`src/rtl/circ_addr_gen.sv`:
```
module circ_addr_gen #(
  parameter int AW   = 14,
  parameter int NREG = 4,
  parameter int IW   = $clog2(NREG)
) (
  input  logic          clk,
  input  logic          rst_n,
  input  logic          acc_en,
  input  logic [IW-1:0] acc_i,
  input  logic [IW-1:0] acc_m,
  input  logic          acc_brev,
  output logic [AW-1:0] addr_out,
  output logic          addr_vld,
  input  logic          reg_we,
  input  logic [1:0]    reg_sel,
  input  logic [IW-1:0] reg_idx,
  input  logic [AW-1:0] reg_wdata,
  output logic [AW-1:0] reg_rdata
);
  localparam int SW = AW + 2;

  logic [NREG-1:0][AW-1:0] idx_q, mod_q, len_q;

  function automatic logic [AW-1:0] smear(input logic [AW-1:0] v);
    logic [AW-1:0] r;
    r = v;
    for (int k = 1; k < AW; k++) r = r | (v >> k);
    return r;
  endfunction

  wire [AW-1:0] cur  = idx_q[acc_i];
  wire [AW-1:0] modv = mod_q[acc_m];
  wire [AW-1:0] lenv = len_q[acc_i];
  wire [AW-1:0] msk  = smear(lenv - 1'b1);
  wire [AW-1:0] base = cur & ~msk;

  wire signed [SW-1:0] sum   = $signed({2'b00, cur}) + $signed({{2{modv[AW-1]}}, modv});
  wire signed [SW-1:0] lo    = $signed({2'b00, base});
  wire signed [SW-1:0] span  = $signed({2'b00, lenv});
  wire signed [SW-1:0] hi    = lo + span;
  wire signed [SW-1:0] wrapd = (sum >= hi) ? sum - span : (sum < lo) ? sum + span : sum;
  wire [AW-1:0] nxt = (lenv == '0) ? sum[AW-1:0] : wrapd[AW-1:0];

  logic [AW-1:0] rev;
  always_comb
    for (int b = 0; b < AW; b++) rev[b] = cur[AW-1-b];

  assign addr_out = acc_brev ? rev : cur;
  assign addr_vld = acc_en;

  always_comb
    case (reg_sel)
      2'd0:    reg_rdata = idx_q[reg_idx];
      2'd1:    reg_rdata = mod_q[reg_idx];
      2'd2:    reg_rdata = len_q[reg_idx];
      default: reg_rdata = '0;
    endcase

  always_ff @(posedge clk) begin
    if (!rst_n) begin
      idx_q <= '0;
      mod_q <= '0;
      len_q <= '0;
    end else begin
      if (acc_en) idx_q[acc_i] <= nxt;
      if (reg_we)
        case (reg_sel)
          2'd0:    idx_q[reg_idx] <= reg_wdata;
          2'd1:    mod_q[reg_idx] <= reg_wdata;
          2'd2:    len_q[reg_idx] <= reg_wdata;
          default: ;
        endcase
    end
  end
endmodule

```
`config.mk`:
```
export PLATFORM = sky130hd
export DESIGN_NAME = circ_addr_gen
export DESIGN_NICKNAME = d
export VERILOG_FILES = /design/src/rtl/circ_addr_gen.sv
export SDC_FILE = /design/constraint.sdc
export NUM_CORES = 1
export LEC_CHECK = 0
export BUFFER_PORTS_ARGS = -buffer_cell sky130_fd_sc_hd__buf_2
export CORE_MARGIN = 3
export CORE_UTILIZATION = 29
export CTS_CLUSTER_DIAMETER = 40
export CTS_CLUSTER_SIZE = 10
export DETAILED_ROUTE_END_ITERATION = 8
export GPL_TIMING_DRIVEN = 0
export MAX_ROUTING_LAYER = met4
export SYNTH_ARGS = -nofsm -noshare
export SYNTH_HDL_FRONTEND = slang
export SYNTH_SLANG_ARGS = --single-unit
```
`constraint.sdc`:
```
create_clock -name clk -period 23.7 [get_ports clk]
set_input_delay 2.37 -clock clk [delete_from_list [all_inputs] [get_ports clk]]
set_output_delay 2.37 -clock clk [all_outputs]
set_load 0.02 [all_outputs]
```
==> metrics <==
sequential fraction of the synthesis area 26.1%; fin crit share 46.8%; Final Hold Viols 0; Root Buffer clkbuf_16; Hold/Removal Path Class flip-flop to flip-flop; switching fraction of total power 32.9%; fill cell count 4,574; Rows 76; maxcap violations 0; hold-fix buffers at CTS 0; footprint of the multi-input gates 0.00872 mm²; number of routed nets with antenna violations 0; H-tree depth reported by CTS 4; initial core utilization 29.6%; Syn Nets 1,627; critical path data arrival time 11.43 ns; Post-synth EDFFs 0; area share of the largest cell type after synthesis 26.1%; number of global-route vias before repair 11,300; post-synth top area cell dfxtp_1; vias per cell 5.64; Slew @ Worst Pin 1.25 ns; critical path endpoint category flip-flop; CP Data Required Time 24.04 ns; Worst-Skew Late Latency 0.44 ns; Layout Area Growth over Synthesis 12.1%; fin. max-slew vios 0; # nets final 1,688; DIE WIDTH 217 µm; initial antenna violation count 0; initial drt markers 1,369; IO Pins 56; Worst-path clk slew 0.07 ns; Sinks on Clock Net 168; sw power 0.000265 W; CP peak stage delay 0.85 ns; placed insts 2,138; vias 12,200; Num CTS Buffers 17; Port Buffer Count 42; hpwl dp 36,000 µm; DRC errors left 0; layout cell share with drive strength beyond 1 13.1%; Crit-path slowest cell mux4_1; Post-synth ARST share 0%; ys flop type dfxtp_1; Min Clock Period, post-route 11.09 ns; average cell area after synthesis 8.52 µm²; DRT Pass-1 Iters 6; maximum VDD drop 51.3 µV; crit path kind input pin to flip-flop; post-synthesis cell count 1,511; post-synth cell types 89; reg-to-reg slack, setup 14.44 ns; first-pass GRT wire length 70,100 µm; wire per inst 21.7 µm; Pint 0.000540 W; routability cong. 0.970; Die ar. 0.0469 mm²; DIE HEIGHT 217 µm; RSZ-0062 raised after global routing false; Sequential Area 0.00336 mm²; area post-placement 0.0138 mm²; FMAX 90.2 MHz; GRT Total Usage 20.0%; total overflow reported by the global router 0; clock skew 0.0113 ns; outcome finished, final reports clean; Critical Path Source Type input pin; postcts setup bufs 0; Most common cell on crit path a21oi_1; Place WS 12.40 ns; largest net degree at the start of global routing 17; post-CTS sizing 0; clock share of power 36.4%; Slew headroom 16.9%; Finish-stage setup viols 0; worst setup margin 12.61 ns; top-count cell post-synth nand2_1; setup_tns 0 ns; top cells by area, synth dfxtp_1 26%, mux4_2 13%, ha_1 8.3%; CTS tree yes; Cell Pwr Density 55.8 mW/mm²; Final Non-Filler Cells 2,171; clock tree buffer depth 2; Sequential Power Share 36.9%; Synth warnings 0; Mapped Area 0.0129 mm²; Design Area, Final 0.0144 mm²; Routed WL 47,100 µm; logic gate share of total power 26.7%; most frequent cells after synthesis 255 x nand2_1, 168 x dfxtp_1, 139 x a21oi_1; Critical Path Fanout Max 10; Yosys reg bits 168; CORE AREA 0.0435 mm²; Final Util 33.2%; Leak 5.43 nW
sequential cells by signal, summed over array words and instances (netlist names):
register  cells
idx_q        56
mod_q        56
len_q        56
metrics by stage:
step / hold WS (ns) / total power (W)
final: 0.467 / 0.000805
after global routing: 0.485 / 0.000836
after CTS: 0.467 / 0.000804
after detailed placement: 0.457 / 0.000513
after global placement: 0.449 / 0.000511
after floorplan: 0.441 / 0.000450
critical path: cells and delay by family:
kind / cells / cell delay, ns
and+or+nand+nor: 6 / 1.58
buffers and inverters: 5 / 0.87
muxes: 1 / 0.85
xor gates and xnor gates: 2 / 0.42
AOI/OAI and AO/OA: 20 / 4.78
adders and majority gates: 2 / 0.51
layout make-up:
type                            instances  area share, %
Multi-Input combinational cell       1169           60.4
Tap cell                              585           5.07
Antenna cell                            1         0.0173
Clock inverter                         13           1.15
Clock buffer                           19           3.07
Sequential cell                       168           23.3
Timing Repair Buffer                   42           1.46
Buffer                                114           3.91
Inverter                               60           1.56
cell usage in the layout, fill, tap and decap left out, drive strengths merged, types with 4 or more instances in the layout:
cell type,count
nand2,255
dfxtp,168
nor2,140
a21oi,139
clkbuf,111
ha,85
mux4,84
o21ai,75
inv,64
buf,59
mux2i,44
xnor2,38
nor3,38
a2111oi,22
o32ai,20
nand3,18
nor2b,17
nand2b,16
a21o,14
mux2,13
o21a,13
o21bai,13
a31oi,11
xor2,9
a311oi,7
or3,7
or2,5
nand4,5
o2111ai,5
a22oi,5
o211ai,5
a211oi,5
o22ai,4
o31ai,4
o31a,4
nand3b,4
fa,4
worst paths after layout:
kind,startpoint,end,depth (start not counted)
setup / recovery,acc_i[0],idx_q[52],36
hold / removal,mod_q[12],mod_q[12],2
setup reg to reg,len_q[43],idx_q[52],35
hold reg to reg,mod_q[12],mod_q[12],2
power by group through the flow:
stage / sequential (W) / combinational, W / clock (W)
after global placement: 0.000302 / 0.000209 / 0
final: 0.000297 / 0.000215 / 0.000293
after global routing: 0.000297 / 0.000231 / 0.000308
after CTS: 0.000296 / 0.000211 / 0.000296
after floorplan: 0.000301 / 0.000149 / 0
after detailed placement: 0.000303 / 0.000210 / 0
cells by family (layout without fill, tap and decap cells):
kind of cell             count (synthesis)  in the layout  synth area share [%]
AO/OA/AOI/OAI                          368            368                  18.3
XOR/XNOR                                47             47                  3.20
adder cells (fa/ha/maj)                 89             89                  8.89
buffers and inverters                  174            248                  6.13
flip-flops                             168            168                  26.1
multiplexers                           141            141                  19.6
other                                    0              1                     0
AND/OR/NAND/NOR                        524            524                  17.8
metal layers:
layer / routed length (µm) / track usage (%) / up-vias
met1: 20800 / 27.4 / 5997
met5: 0 / - / -
met3: 4250 / 3.93 / 72
met4: 1230 / 5.54 / 0
li1: - / - / 5585
met2: 20900 / 30.2 / 589
No activity file was read; power rests on OpenSTA's default activity.
